<file path="src/rtl/dmaw_pkg.sv">
// Shared constants, walker state type and helpers for the descriptor walker.
// Assumes 32-bit words and 16-byte aligned descriptors.
package dmaw_pkg;
    localparam int WORD_W   = 32;
    localparam int SIZE_W   = 16;
    localparam int CNT_W    = 6;
    localparam int CMD_RUN    = 31;
    localparam int CMD_RESUME = 30;
    localparam int CMD_CHAIN  = 29;
    localparam int EN_DATA    = 17;
    localparam int EN_PROTO   = 16;
    localparam int EN_FRAME   = 14;

    typedef enum logic [2:0] {
        W_IDLE, W_HEAD, W_BUF, W_LINK, W_MOVE, W_BACK
    } walk_state_t;

    // Turns a link or pointer word into a 16-byte aligned base.
    function automatic logic [WORD_W-1:0] link_base(input logic [WORD_W-1:0] w);
        return {w[WORD_W-1:4], 4'b0000};
    endfunction
endpackage

</file>
<file path="src/rtl/dmaw_frame.sv">
// Frame tracker: judges each descriptor's frame code against the open-frame
// state, counts descriptors per frame and flags framing violations.
// Assumes judge and close alternate, one pair per processed descriptor.
module dmaw_frame
    import dmaw_pkg::*;
(
    input  logic             clk,
    input  logic             rst_n,
    input  logic             judge,
    input  logic [1:0]       code,
    input  logic             close,
    output logic             proto_err,
    output logic             is_last,
    output logic [CNT_W-1:0] frame_cnt
);
    logic             open_q;
    logic             last_q;
    logic             perr_q;
    logic [CNT_W-1:0] cnt_q;
    logic             begins;

    assign begins = code[1] || !open_q;

    // Latch the verdict at judge time and update the open-frame flag at close.
    always_ff @(posedge clk) begin
        if (!rst_n) begin
            open_q <= 1'b0;
            last_q <= 1'b0;
            perr_q <= 1'b0;
            cnt_q  <= '0;
        end else begin
            if (judge) begin
                last_q <= code[0];
                perr_q <= code[1] ? open_q : !open_q;
                if (begins)
                    cnt_q <= CNT_W'(1);
                else if (cnt_q != '1)
                    cnt_q <= cnt_q + CNT_W'(1);
            end
            if (close)
                open_q <= !last_q;
        end
    end

    assign proto_err = perr_q;
    assign is_last   = last_q;
    assign frame_cnt = last_q ? cnt_q : '0;
endmodule

</file>
<file path="src/rtl/dmaw_regs.sv">
// Register file: command word, sticky write-one-to-clear status, base pointer,
// current pointer readback and the interrupt combine.
// Assumes a single-cycle write strobe; reads are combinational.
module dmaw_regs
    import dmaw_pkg::*;
#(
    parameter bit IS_RX = 1'b0
) (
    input  logic              clk,
    input  logic              rst_n,
    input  logic              reg_wr,
    input  logic [1:0]        reg_addr,
    input  logic [WORD_W-1:0] reg_wdata,
    output logic [WORD_W-1:0] reg_rdata,
    input  logic              busy,
    input  logic [WORD_W-1:0] curr_desc,
    input  logic              ev_frame,
    input  logic              ev_proto,
    input  logic              ev_data,
    output logic              start_cmd,
    output logic              resume_cmd,
    output logic              chain_mode,
    output logic [WORD_W-1:0] first_base,
    output logic [2:0]        stat_vec,
    output logic              irq
);
    localparam int FRAME_POS = IS_RX ? 22 : 27;
    localparam int PROTO_POS = IS_RX ? 24 : 29;
    localparam int DATA_POS  = IS_RX ? 25 : 30;

    logic [WORD_W-2:0] cmd_q;
    logic [WORD_W-1:0] base_q;
    logic [2:0]        stat_q;
    logic [2:0]        clr;
    logic [WORD_W-1:0] stat_word;

    assign start_cmd  = reg_wr && reg_addr == 2'd0 && reg_wdata[CMD_RUN];
    assign resume_cmd = reg_wr && reg_addr == 2'd0 && reg_wdata[CMD_RESUME];
    assign chain_mode = cmd_q[CMD_CHAIN];
    assign first_base = link_base(base_q);
    assign stat_vec   = stat_q;

    // Pick out the status bits a write-one-to-clear access names.
    always_comb begin
        clr = 3'b000;
        if (reg_wr && reg_addr == 2'd1)
            clr = {reg_wdata[DATA_POS], reg_wdata[PROTO_POS], reg_wdata[FRAME_POS]};
    end

    // Hold command, base pointer and sticky status; new events win over clears.
    always_ff @(posedge clk) begin
        if (!rst_n) begin
            cmd_q  <= '0;
            base_q <= '0;
            stat_q <= '0;
        end else begin
            if (reg_wr && reg_addr == 2'd0) cmd_q  <= reg_wdata[WORD_W-2:0];
            if (reg_wr && reg_addr == 2'd2) base_q <= reg_wdata;
            stat_q <= (stat_q & ~clr) | {ev_data, ev_proto, ev_frame};
        end
    end

    // Place the status flags at the flavour's bit positions.
    always_comb begin
        stat_word            = '0;
        stat_word[FRAME_POS] = stat_q[0];
        stat_word[PROTO_POS] = stat_q[1];
        stat_word[DATA_POS]  = stat_q[2];
    end

    // Register read multiplexer.
    always_comb begin
        unique case (reg_addr)
            2'd0:    reg_rdata = {busy, cmd_q};
            2'd1:    reg_rdata = stat_word;
            2'd2:    reg_rdata = base_q;
            default: reg_rdata = curr_desc;
        endcase
    end

    assign irq = (stat_q[0] && cmd_q[EN_FRAME]) ||
                 (stat_q[1] && cmd_q[EN_PROTO]) ||
                 (stat_q[2] && cmd_q[EN_DATA]);
endmodule

</file>
<file path="src/rtl/dmaw_walker.sv">
// Descriptor walker: fetches header, buffer address and link, moves the
// buffer one word per acknowledged cycle, then writes the header back.
// Assumes memory read data is valid in the cycle the address is driven.
module dmaw_walker
    import dmaw_pkg::*;
#(
    parameter bit IS_RX = 1'b0
) (
    input  logic              clk,
    input  logic              rst_n,
    input  logic              start_cmd,
    input  logic              resume_cmd,
    input  logic              chain_mode,
    input  logic [WORD_W-1:0] first_base,
    output logic              mem_req,
    output logic              mem_we,
    output logic [WORD_W-1:0] mem_addr,
    output logic [WORD_W-1:0] mem_wdata,
    input  logic [WORD_W-1:0] mem_rdata,
    output logic              xfer_req,
    input  logic              xfer_ack,
    input  logic [WORD_W-1:0] xfer_wdata,
    output logic              busy,
    output logic              wb_phase,
    output logic [WORD_W-1:0] curr_desc,
    output logic              ev_frame,
    output logic              ev_proto,
    output logic              ev_data
);
    localparam int KEEP_W = SIZE_W + 7;
    localparam int LEFT_W = SIZE_W - 1;

    walk_state_t       st_q;
    logic [WORD_W-1:0] ptr_q;
    logic [WORD_W-1:0] bufa_q;
    logic [WORD_W-1:0] link_q;
    logic [KEEP_W-1:0] keep_q;
    logic [LEFT_W-1:0] left_q;
    logic              derr_q;
    logic [SIZE_W:0]   rounded;
    logic              f_perr;
    logic              f_last;
    logic [CNT_W-1:0]  f_cnt;

    assign rounded = {1'b0, keep_q[SIZE_W-1:0]} + (SIZE_W+1)'(3);

    dmaw_frame u_frame (
        .clk       (clk),
        .rst_n     (rst_n),
        .judge     (st_q == W_LINK),
        .code      (mem_rdata[1:0]),
        .close     (st_q == W_BACK),
        .proto_err (f_perr),
        .is_last   (f_last),
        .frame_cnt (f_cnt)
    );

    // Sequence through fetch, move and write-back for each descriptor.
    always_ff @(posedge clk) begin
        if (!rst_n) begin
            st_q   <= W_IDLE;
            ptr_q  <= '0;
            bufa_q <= '0;
            link_q <= '0;
            keep_q <= '0;
            left_q <= '0;
            derr_q <= 1'b0;
        end else begin
            unique case (st_q)
                W_IDLE: begin
                    if (start_cmd) begin
                        ptr_q <= first_base;
                        st_q  <= W_HEAD;
                    end else if (resume_cmd) begin
                        st_q <= W_HEAD;
                    end
                end
                W_HEAD: begin
                    keep_q <= {mem_rdata[28:22], mem_rdata[SIZE_W-1:0]};
                    st_q   <= mem_rdata[31] ? W_BUF : W_IDLE;
                end
                W_BUF: begin
                    bufa_q <= mem_rdata;
                    st_q   <= W_LINK;
                end
                W_LINK: begin
                    link_q <= mem_rdata;
                    left_q <= rounded[SIZE_W:2];
                    derr_q <= keep_q[1:0] != 2'b00;
                    st_q   <= (rounded[SIZE_W:2] == '0) ? W_BACK : W_MOVE;
                end
                W_MOVE: begin
                    if (xfer_ack) begin
                        bufa_q <= link_q[2] ? bufa_q - WORD_W'(4) : bufa_q + WORD_W'(4);
                        left_q <= left_q - LEFT_W'(1);
                        if (left_q == LEFT_W'(1)) st_q <= W_BACK;
                    end
                end
                default: begin
                    ptr_q <= link_base(link_q);
                    st_q  <= chain_mode ? W_HEAD : W_IDLE;
                end
            endcase
        end
    end

    // Drive the memory and transfer ports for the current phase.
    always_comb begin
        mem_req   = 1'b0;
        mem_we    = 1'b0;
        mem_addr  = ptr_q;
        mem_wdata = '0;
        xfer_req  = 1'b0;
        unique case (st_q)
            W_HEAD: mem_req = 1'b1;
            W_BUF: begin
                mem_req  = 1'b1;
                mem_addr = ptr_q + WORD_W'(8);
            end
            W_LINK: begin
                mem_req  = 1'b1;
                mem_addr = ptr_q + WORD_W'(12);
            end
            W_MOVE: begin
                xfer_req  = 1'b1;
                mem_addr  = bufa_q;
                mem_req   = IS_RX ? xfer_ack : 1'b1;
                mem_we    = IS_RX ? xfer_ack : 1'b0;
                mem_wdata = IS_RX ? xfer_wdata : '0;
            end
            W_BACK: begin
                mem_req   = 1'b1;
                mem_we    = 1'b1;
                mem_wdata = {1'b0, derr_q, f_perr, keep_q[KEEP_W-1:SIZE_W],
                             f_cnt, keep_q[SIZE_W-1:0]};
            end
            default: ;
        endcase
    end

    assign busy      = st_q != W_IDLE;
    assign wb_phase  = st_q == W_BACK;
    assign curr_desc = ptr_q;
    assign ev_frame  = wb_phase && f_last && link_q[3];
    assign ev_proto  = wb_phase && f_perr;
    assign ev_data   = wb_phase && derr_q;
endmodule

</file>
<file path="src/rtl/desc_dma_walker.sv">
// Top level: register file plus descriptor walker. IS_RX picks the receive
// flavour (buffer written from the transfer port) and its status positions.
// Assumes a combinational-read word memory on the mem_* port.
module desc_dma_walker
    import dmaw_pkg::*;
#(
    parameter bit IS_RX = 1'b0
) (
    input  logic              clk,
    input  logic              rst_n,
    input  logic              reg_wr,
    input  logic [1:0]        reg_addr,
    input  logic [WORD_W-1:0] reg_wdata,
    output logic [WORD_W-1:0] reg_rdata,
    output logic              mem_req,
    output logic              mem_we,
    output logic [WORD_W-1:0] mem_addr,
    output logic [WORD_W-1:0] mem_wdata,
    input  logic [WORD_W-1:0] mem_rdata,
    output logic              xfer_req,
    input  logic              xfer_ack,
    output logic [WORD_W-1:0] xfer_rdata,
    input  logic [WORD_W-1:0] xfer_wdata,
    output logic              irq
);
    logic              start_cmd, resume_cmd, chain_mode;
    logic              busy, wb_phase;
    logic              ev_frame, ev_proto, ev_data;
    logic [WORD_W-1:0] first_base, curr_desc;
    logic [2:0]        stat_vec;

    assign xfer_rdata = mem_rdata;

    dmaw_regs #(.IS_RX(IS_RX)) u_regs (
        .clk        (clk),
        .rst_n      (rst_n),
        .reg_wr     (reg_wr),
        .reg_addr   (reg_addr),
        .reg_wdata  (reg_wdata),
        .reg_rdata  (reg_rdata),
        .busy       (busy),
        .curr_desc  (curr_desc),
        .ev_frame   (ev_frame),
        .ev_proto   (ev_proto),
        .ev_data    (ev_data),
        .start_cmd  (start_cmd),
        .resume_cmd (resume_cmd),
        .chain_mode (chain_mode),
        .first_base (first_base),
        .stat_vec   (stat_vec),
        .irq        (irq)
    );

    dmaw_walker #(.IS_RX(IS_RX)) u_walk (
        .clk        (clk),
        .rst_n      (rst_n),
        .start_cmd  (start_cmd),
        .resume_cmd (resume_cmd),
        .chain_mode (chain_mode),
        .first_base (first_base),
        .mem_req    (mem_req),
        .mem_we     (mem_we),
        .mem_addr   (mem_addr),
        .mem_wdata  (mem_wdata),
        .mem_rdata  (mem_rdata),
        .xfer_req   (xfer_req),
        .xfer_ack   (xfer_ack),
        .xfer_wdata (xfer_wdata),
        .busy       (busy),
        .wb_phase   (wb_phase),
        .curr_desc  (curr_desc),
        .ev_frame   (ev_frame),
        .ev_proto   (ev_proto),
        .ev_data    (ev_data)
    );
endmodule

</file>
<file path="config.mk">
export PLATFORM = sky130hd
export DESIGN_NAME = desc_dma_walker
export DESIGN_NICKNAME = d
export VERILOG_FILES = /design/src/rtl/dmaw_pkg.sv /design/src/rtl/dmaw_frame.sv /design/src/rtl/dmaw_regs.sv /design/src/rtl/dmaw_walker.sv /design/src/rtl/desc_dma_walker.sv
export SDC_FILE = /design/constraint.sdc
export NUM_CORES = 1
export LEC_CHECK = 0
export BUFFER_PORTS_ARGS = -buffer_cell sky130_fd_sc_hd__buf_2
export CORE_UTILIZATION = 56
export DETAILED_ROUTE_END_ITERATION = 10
export MAX_ROUTING_LAYER = met4
export PLACE_DENSITY = 0.87
export SYNTH_ARGS = -nofsm -noshare
export SYNTH_HDL_FRONTEND = slang
export SYNTH_SLANG_ARGS = --single-unit
</file>
<file path="constraint.sdc">
create_clock -name clk -period 4.15 [get_ports clk]
set_input_delay 0.415 -clock clk [delete_from_list [all_inputs] [get_ports clk]]
set_output_delay 0.415 -clock clk [all_outputs]
set_load 0.005 [all_outputs]
</file>
==> results of run 1 <==
[through the flow]
stage	setup slack, ns	utilization (%)	std cells	instance area, sq um	power [W]
finish	0.788	64.9	1941	13100	0.00453
floorplan	1.06	-	1558	11600	0.00246
global placement	1.12	61.4	1904	12400	0.00262
global route	0.671	64.9	1941	13100	0.00466
detailed placement	1.04	61.4	1904	12400	0.00264
CTS	0.838	64.9	1941	13100	0.00453
[cells in the final DEF (no fill, tap or decap), types with 17 or more instances in the layout]
cell       Yosys  routed
mux2_2        25      25
a21oi_1      208     207
mux2i_1       36      36
dfxtp_1      207     207
clkbuf_16      0      23
nor3_1        17      17
nand2_1      405     404
a22o_1        24      24
a211oi_1      33      33
nand3_1       25      25
buf_2          4     200
and2_1        33      33
o21ai_0       61      61
ha_1          32      32
nor2_1        94      94
buf_4         33      20
[per-layer routing]
| metal | vias up | GRT usage (%) | share of wire [%] |
|---|---|---|---|
| li1 | 5571 | - | - |
| met1 | 5518 | 41.8 | 39 |
| met2 | 610 | 55.8 | 47 |
| met3 | 119 | 3.45 | 8.5 |
| met4 | 0 | 17.3 | 5.1 |
| met5 | - | - | 0 |
[cell type report]
type                            count  share of cell area [%]
Multi-Input combinational cell   1188                    51.1
Sequential cell                   207                    31.6
Timing Repair Buffer              221                    8.92
Clock buffer                       28                    4.76
Tap cell                          270                    2.57
Clock inverter                      9                   0.562
Inverter                           18                   0.534
[worst reg2reg max path, delay by kind of cell, from the launching register on]
| kind | cells | cell delay, ns |
|---|---|---|
| AOI/OAI and AO/OA | 4 | 1.33 |
| adders and majority gates | 1 | 0.36 |
| DFF | 1 | 0.71 |
| and+or+nand+nor | 4 | 0.67 |
[report_power, final]
part,switching (W),internal (W),total [W]
sequential,0.0000653,0.00205,0.00212
clock,0.000804,0.00112,0.00192
combinational,0.000307,0.000185,0.000492
[registers in the layout (all words and copies together) (netlist names)]
name / flops
u_walk.u_frame.open_q: 1
u_walk.left_q: 15
u_walk.derr_q: 1
u_walk.link_q: 31
u_walk.u_frame.cnt_q: 6
u_walk.curr_desc: 28
u_walk.st_q: 3
u_walk.keep_q: 23
u_regs.stat_vec: 3
u_regs.base_q: 32
u_walk.bufa_q: 32
u_walk.u_frame.proto_err: 1
u_regs.cmd_q: 31
[path summary, 6_finish.rpt]
path | startpoint | to | depth (start not counted)
worst max-delay path | u_walk.st_q[0] | mem_addr[13] | 6
worst min-delay path | reg_wdata[18] | u_regs.cmd_q[18] | 3
worst max register to register | u_walk.link_q[2] | u_walk.bufa_q[31] | 9
worst min register to register | u_walk.keep_q[19] | u_walk.keep_q[19] | 2
[kinds of logic (layout without fill, tap and decap cells)]
kind of cell | Yosys count | in the layout
and+or+nand+nor | 641 | 641
AOI/OAI and AO/OA | 419 | 419
DFF | 207 | 207
buffers and inverters | 163 | 276
muxes | 64 | 64
adders and majority gates | 33 | 33
xor gates and xnor gates | 30 | 30
other | 1 | 1
==> summary.txt, run 1 <==
status: completed
clk_lat worst skew: 0.51 ns
vias in the first global route: 11.0k
Data required, critical path: 3.73 ns
TritonCTS clock tree: yes
post-synthesis instance total: 1558
number of cell rows: 52
post-synthesis compound-gate area fraction: 22.1%
crit path max-delay cell type: dfxtp_1
clk buf depth: 3
vias per cell: 6.09
area occupied by multi-input gates: 6710 sq um
critical path endpoint category: output port
max_cap viols: 0
DRC viols: 0
Worst Path Buf+Inv: 2
largest family of logic cells by synthesized area: simple AND/OR/NAND/NOR gates
Fin Hold WS: 0.160 ns
Post-DRT Antenna Nets: 0
PortBufs: 200
share of post-route cells with drive strength above 1: 17.7%
Leak: 5.68 nW
Synthesized Nets: 1693
# fillers: 1745
post-synthesis mux area share: 6.13%
H-Tree Depth: 1
Synth warnings: 0
initial antenna violation count: 1
type of origin of the critical path: register
synth top area cells: dfxtp_1 (36%), nand2_1 (13%), a21oi_1 (9.0%)
TNS Setup: 0 ns
largest area contributor in the netlist: dfxtp_1
Final min period: 3.36 ns
initial cell density of the core: 57.2%
Post-synth EDFFs: 0
crit path DAT: 2.95 ns
Avg WL per Cell: 18.6 um
final worst path period share: 81.0%
Area growth syn-to-layout: 13.4%
top-count cell post-synth: nand2_1
PostCTS Resize Cnt: 0
Top cell by count, worst path: nand2_1
endpoints failing setup: 0
post-synthesis register bit count: 207
Boundary Pins: 234
crit-path max FO: 41
DIE WIDTH: 146 um
die height: 146 um
Hold Fails Final Rpt: 0
top cell family by delay on the critical path: simple AND/OR/NAND/NOR gates
first-pass GRT wire length: 56.8 mm
largest net degree at the start of global routing: 84
Max-Slew Margin vs Limit: 29.0%
CP Class: reg -> out
async set-or-reset flop fraction in the synthesized netlist: 0%
crit-path max cell delay: 0.71 ns
Final nets: 1793
maximum vdd ir drop: 0.294 mV
WL final: 36.1 mm
Max Clock Skew: 0.0194 ns
xor/xnor cell area share of the yosys netlist: 2.27%
# hold bufs at CTS: 0
actual slew at the worst max-slew pin: 1.07 ns
sequential element share of the synthesized area: 35.8%
Post-Synth Simple-Gate Area: 23.6%
Unique masters post-synth: 69
top cell type's share of synthesized area: 35.8%
DR pass1 iterations: 6
reg-to-reg setup timing slack: 1.00 ns
top post-synthesis cells by count: nand2_1 (405), a21oi_1 (208), dfxtp_1 (207)
synthesized cell area: 11600 sq um
Max Slew Vio Count: 0
CTS sink cnt: 207
Global Route Usage Sum: 34.1%
DIE AREA: 21300 sq um
core region area: 20200 sq um
hpwl dp: 25.1 mm
pwr dens: 345 nW/um^2
Synth Flop Type: dfxtp_1
Remaining Overflow, GRT: 0
clock tree root buffer cell: clkbuf_16
Post-CTS Setup Bufs: 0
Hold WC Path Type: in -> reg
clock transition at the registers of the reported paths: 0.06 ns
number of DRC markers in iteration 0: 1089
Synth Area in Adders: 3.63%
total number of vias: 11.8k
worst-path cell chain: nor2_1 > nand2_2 > buf_4 > nand2_1 > nand2_1 > buf_2
GPL Wtd Cong: 0.947
f_max: 0.297 GHz
total CTS buffers: 22
syn avg cell area: 7.43 sq um
Sequential Area: 4140 sq um
diode count: 0
RSZ-0062 raised after global routing: no
(Power assumes the default switching activity.)
==> inputs of run 2 (changes only) <==
==> constraint.sdc (replaced) <==
create_clock -name clk -period 3.2 [get_ports clk]
set_input_delay 0.32 -clock clk [delete_from_list [all_inputs] [get_ports clk]]
set_output_delay 0.32 -clock clk [all_outputs]
set_load 0.005 [all_outputs]
==> summary.txt, run 2 (synthesis gave the netlist of run 1 again) <==
DR top layer: met4
worst-path cell chain: nor2_1 > nand2_2 > buf_4 > buf_4 > nand2_1 > nand2_1 > buf_2
Worst Path Buf+Inv: 3 (+1)
core region area: 20200 sq um (unchanged)
Area growth syn-to-layout: 14.5%
Post-DRT Antenna Nets: 0 (unchanged)
crit path DAT: 2.67 ns (-0.28 ns)
critical path endpoint category: output port
top cell family by delay on the critical path: buffers and inverters
Final min period: 2.99 ns
CTS sink cnt: 207 (unchanged)
wl on met1: 14.3 mm (+0.61%)
clk buf depth: 3 (unchanged)
initial cell density of the core: 57.2% (unchanged)
final worst path period share: 93.4%
TNS Setup: 0 ns (unchanged)
clock transition at the registers of the reported paths: 0.07 ns (about the same)
reg-to-reg setup timing slack: 0.37 ns (-0.63 ns)
TritonCTS clock tree: yes
share of post-route cells with drive strength above 1: 18.1% (+0.49 points)
clk_lat worst skew: 0.51 ns (about the same)
die height: 146 um (unchanged)
status: completed
Final nets: 1800 (+0.39%)
total CTS buffers: 22 (unchanged)
Hold Fails Final Rpt: 0 (unchanged)
Remaining Overflow, GRT: 0 (unchanged)
H-Tree Depth: 1 (unchanged)
Max-Slew Margin vs Limit: 27.5% (-1.5 points)
Leak: 5.74 nW (+1.2%)
f_max: 0.335 GHz
DIE WIDTH: 146 um (unchanged)
met3 WL: 3.30 mm (+7.6%)
Avg WL per Cell: 18.7 um (+0.34%)
Top Registers: u_regs.base_q x32, u_walk.bufa_q x32
max_cap viols: 0 (unchanged)
Max Clock Skew: 0.00653 ns (-0.0129 ns)
GPL Wtd Cong: 0.958 (+1.2%)
met2 wire length: 17.0 mm (-0.32%)
vias in the first global route: 11.0k (+0.36%)
Data required, critical path: 2.88 ns (-0.85 ns)
actual slew at the worst max-slew pin: 1.09 ns (+0.0219 ns)
Max Slew Vio Count: 0 (unchanged)
DR pass1 iterations: 5 (-1)
Global Route Usage Sum: 34.3% (+0.20 points)
total number of vias: 11.9k (+1.1%)
hpwl dp: 25.2 mm (+0.23%)
number of DRC markers in iteration 0: 1159 (+6.4%)
cell count after placement: 1911 (+0.37%)
RSZ-0062 raised after global routing: no
most frequent cells in the layout: nand2_1 (404), dfxtp_1 (207), a21oi_1 (206)
DRC viols: 0 (unchanged)
DIE AREA: 21300 sq um (unchanged)
crit-path max FO: 47 (+15%)
initial antenna violation count: 0 (-1)
diode count: 0 (unchanged)
pwr dens: 460 nW/um^2 (+33%)
vias per cell: 6.12 (+0.58%)
crit path max-delay cell type: dfxtp_1
maximum vdd ir drop: 0.352 mV (+20%)
commonest non-fill, non-tap cell in the layout: nand2_1
number of cell rows: 52 (unchanged)
Post-Layout Cell Count: 1951 (+0.52%)
clock tree root buffer cell: clkbuf_16
PortBufs: 200 (unchanged)
# hold bufs at CTS: 0 (unchanged)
Boundary Pins: 234 (unchanged)
crit-path max cell delay: 0.57 ns (-0.14 ns)
WL final: 36.5 mm (+0.86%)
Post-CTS Setup Bufs: 0 (unchanged)
endpoints failing setup: 0 (unchanged)
CP Class: reg -> out
largest net degree at the start of global routing: 96 (+14%)
Hold WC Path Type: in -> reg
type of origin of the critical path: register
first-pass GRT wire length: 57.1 mm (+0.64%)
## run 2: per-stage QoR
| step | utilization [%] | hold slack, ns | power [W] | setup slack (ns) | cell area, sq um |
|---|---|---|---|---|---|
| after floorplan | - | 0.432 | 0.00319 | 0.112 | 11600 |
| after global placement | 61.7 | 0.437 | 0.00341 | 0.443 | 12500 |
| after detailed placement | 61.7 | 0.443 | 0.00343 | 0.389 | 12500 |
| after CTS | 65.5 | 0.0507 | 0.00608 | 0.265 | 13300 |
| after global routing | 65.5 | 0.0609 | 0.00627 | 0.0821 | 13300 |
| final | 65.5 | 0.0571 | 0.00610 | 0.211 | 13300 |
## run 2: path summary, 6_finish.rpt
kind | startpoint | to | depth (start not counted)
worst min-delay path | reg_wdata[2] | u_regs.cmd_q[2] | 3
worst min register to register | u_walk.u_frame.proto_err | u_walk.u_frame.proto_err | 2
worst max-delay path | u_walk.st_q[1] | mem_addr[13] | 7
worst max register to register | u_walk.link_q[2] | u_walk.bufa_q[24] | 10
## run 2: cell type report
cell class,instances,area [sq um]
Clock inverter,11,134
Sequential cell,207,4140
Clock buffer,29,628
Fill cell,1707,6980
Tap cell,270,338
Timing Repair Buffer,228,1240
Multi-Input combinational cell,1188,6710
Inverter,18,70.1
## run 2: power by group
part           total (W)  leakage [nW]  switching [W]  internal (W)
sequential       0.00274          1.68      0.0000808       0.00266
combinational   0.000652          3.68       0.000407      0.000245
clock            0.00271         0.383        0.00108       0.00163
## run 2: timing repair
item | in CTS | in global routing
resized for setup | 0 | 1
endpoints found under the hold margin | 0 | 0
setup endpoints to repair | 0 | 3
## run 2: worst reg2reg max path, cell delays in order, from the launching register on
cell and delay, ns:
dfxtp_1 0.31, buf_4 0.19, ha_1 0.39, a21o_1 0.22
o21bai_1 0.19, a221o_1 0.35, a31oi_4 0.22, o21ai_2 0.12
a311o_1 0.39, xor2_1 0.15, a31o_1 0.21
## run 2: metal layers
metal	GRT usage, %	vias up
met1	41.8	5561
met5	-	-
met3	4.76	136
li1	-	5579
met4	17.4	0
met2	55.4	672
==> inputs of run 3 (changes only) <==
--- a/config.mk
+++ b/config.mk
@@ -6,10 +6,12 @@
 export NUM_CORES = 1
 export LEC_CHECK = 0
 export BUFFER_PORTS_ARGS = -buffer_cell sky130_fd_sc_hd__buf_2
-export CORE_UTILIZATION = 56
+export CELL_PAD_IN_SITES_DETAIL_PLACEMENT = 2
+export CELL_PAD_IN_SITES_GLOBAL_PLACEMENT = 2
+export CORE_UTILIZATION = 31
 export DETAILED_ROUTE_END_ITERATION = 10
 export MAX_ROUTING_LAYER = met4
-export PLACE_DENSITY = 0.87
+export PLACE_DENSITY = 0.86
 export SYNTH_ARGS = -nofsm -noshare
 export SYNTH_HDL_FRONTEND = slang
 export SYNTH_SLANG_ARGS = --single-unit
==> constraint.sdc (replaced) <==
create_clock -name clk -period 3.2 [get_ports clk]
set_input_delay 0.16 -clock clk [delete_from_list [all_inputs] [get_ports clk]]
set_output_delay 0.16 -clock clk [all_outputs]
set_load 0.005 [all_outputs]
==> summary.txt, run 3 (synthesis gave the netlist of run 1 again) <==
endpoints failing setup: 0 (unchanged)
GPL Wtd Cong: 0.881 (-8.1%)
hpwl dp: 34.2 mm (+36%)
DRC viols: 0 (unchanged)
max_cap viols: 0 (unchanged)
Hold Fails Final Rpt: 0 (unchanged)
R2R depth: 10 (unchanged)
Data required, critical path: 3.64 ns (+0.76 ns)
WL final: 52.6 mm (+44%)
pwr dens: 454 nW/um^2 (-1.3%)
reg-to-reg startpoint: u_walk.link_q[2]
first-pass GRT wire length: 80.9 mm (+42%)
PostCTS Resize Cnt: 0 (unchanged)
# hold bufs at CTS: 63 (+63)
crit-path max FO: 14 (-70%)
placed cell area: 12700 sq um (+2.0%)
number of cell rows: 70 (+35%)
final worst path period share: 92.8% (-0.63 points)
crit path DAT: 3.41 ns (+0.74 ns)
core region area: 36700 sq um (+81%)
Leak: 6.02 nW (+4.8%)
maximum vdd ir drop: 0.405 mV (+15%)
Final min period: 2.97 ns (-0.0203 ns)
clock tree root buffer cell: clkbuf_16
diode count: 0 (unchanged)
vias in the first global route: 13.5k (+22%)
vias per cell: 5.63 (-8.0%)
f_max: 0.337 GHz (+0.68%)
Final nets: 1868 (+3.8%)
total CTS buffers: 25 (+14%)
actual slew at the worst max-slew pin: 1.19 ns (+0.102 ns)
Sequential Area: 4140 sq um (unchanged)
CP Launch Point: u_walk.link_q[2]
CP Class: reg -> reg
number of DRC markers in iteration 0: 682 (-41%)
TNS Setup: 0 ns (unchanged)
CTS sink cnt: 207 (unchanged)
total number of vias: 12.5k (+4.6%)
Post-DRT Antenna Nets: 0 (unchanged)
commonest non-fill, non-tap cell in the layout: nand2_1
Max Clock Skew: 0.0160 ns (+0.00946 ns)
most frequent cells in the layout: nand2_1 (404), a21oi_1 (207), dfxtp_1 (207)
DIE AREA: 38100 sq um (+79%)
type of origin of the critical path: register
critical path endpoint category: register
H-Tree Depth: 1 (unchanged)
Remaining Overflow, GRT: 0 (unchanged)
initial antenna violation count: 0 (unchanged)
Worst Hold Path Cells: 3 (unchanged)
Post-Layout Cell Count: 2218 (+14%)
die height: 195 um (+34%)
share of post-route cells with drive strength above 1: 17.4% (-0.72 points)
status: completed
Avg WL per Cell: 23.7 um (+27%)
initial cell density of the core: 31.5% (-26 points)
Max-Slew Margin vs Limit: 20.7% (-6.8 points)
TritonCTS clock tree: yes
Hold WC Path Type: in -> reg
Boundary Pins: 234 (unchanged)
Post-CTS Setup Bufs: 0 (unchanged)
Area growth syn-to-layout: 22.5%
Critical R2R Capture: u_walk.bufa_q[31]
cell count after placement: 2111 (+10%)
Global Route Usage Sum: 27.9% (-6.3 points)
PortBufs: 200 (unchanged)
Max Slew Vio Count: 0 (unchanged)
largest net degree at the start of global routing: 91 (-5.2%)
# fillers: 4164 (+140%)
Top Registers: u_regs.base_q x32, u_walk.bufa_q x32
DR pass1 iterations: 4 (-1)
clk buf depth: 3 (unchanged)
Critical Path Sink: u_walk.bufa_q[31]
reg-to-reg setup timing slack: 0.23 ns (-0.14 ns)
DIE WIDTH: 195 um (+34%)
Final Cell Area: 14200 sq um (+7.0%)
RSZ-0062 raised after global routing: no
clock transition at the registers of the reported paths: 0.06 ns (about the same)
area occupied by multi-input gates: 6710 sq um (about the same)
clk_lat worst skew: 0.53 ns (+0.02 ns)
[run 3: critical path, cell delays in order (launching register included)]
cell,delay (ns)
dfxtp_1,0.32
buf_4,0.21
ha_1,0.39
nand2_1,0.10
a2111oi_1,0.53
nor2_1,0.13
o21ai_2,0.32
a21oi_1,0.21
and2_1,0.23
nand4b_1,0.18
a311oi_1,0.26
[run 3: how the worst min path moves through the flow]
| stage | startpoint | end | slack [ns] |
|---|---|---|---|
| final | mem_rdata[14] | u_walk.keep_q[14] | 0.01 |
| after CTS | mem_rdata[14] | u_walk.keep_q[14] | 0.02 |
| after global routing | mem_rdata[14] | u_walk.keep_q[14] | 0.02 |
| after detailed placement | reg_wdata[26] | u_regs.cmd_q[26] | 0.42 |
| after global placement | reg_wdata[26] | u_regs.cmd_q[26] | 0.41 |
| after floorplan | reg_wdata[27] | u_regs.cmd_q[27] | 0.30 |
[run 3: layer usage]
layer | share of wire (%) | wire [um] | track usage, % | up-vias
li1 | - | - | - | 5723
met1 | 41 | 21800 | 32.1 | 6306
met2 | 51 | 26900 | 50.1 | 357
met3 | 3.7 | 1970 | 2.83 | 111
met4 | 3.8 | 2010 | 10.2 | 0
met5 | 0 | 0 | - | -
[run 3: layout make-up]
type                            count  area share [%]
Tap cell                          468            4.13
Timing Repair Buffer              293            13.2
Sequential cell                   207            29.2
Inverter                           18           0.512
Multi-Input combinational cell   1188            47.3
Clock inverter                      7           0.662
Clock buffer                       37            5.01
[run 3: report_power, final]
| group | switching, W | leakage, nW | total [W] | internal [W] |
|---|---|---|---|---|
| combinational | 0.000484 | 3.96 | 0.000780 | 0.000296 |
| sequential | 0.0000863 | 1.68 | 0.00275 | 0.00266 |
| clock | 0.00122 | 0.387 | 0.00291 | 0.00169 |
[run 3: metrics by stage]
stage / hold WS, ns / util (%) / total power, W / setup WS [ns]
2_1_floorplan: 0.296 / - / 0.00319 / 0.112
3_3_place_gp: 0.414 / 34.7 / 0.00345 / 0.364
3_5_place_dp: 0.423 / 34.7 / 0.00349 / 0.276
4_1_cts: 0.0167 / 38.6 / 0.00643 / 0.257
5_1_grt: 0.0151 / 38.6 / 0.00663 / 0.0133
6_report: 0.0102 / 38.6 / 0.00644 / 0.231
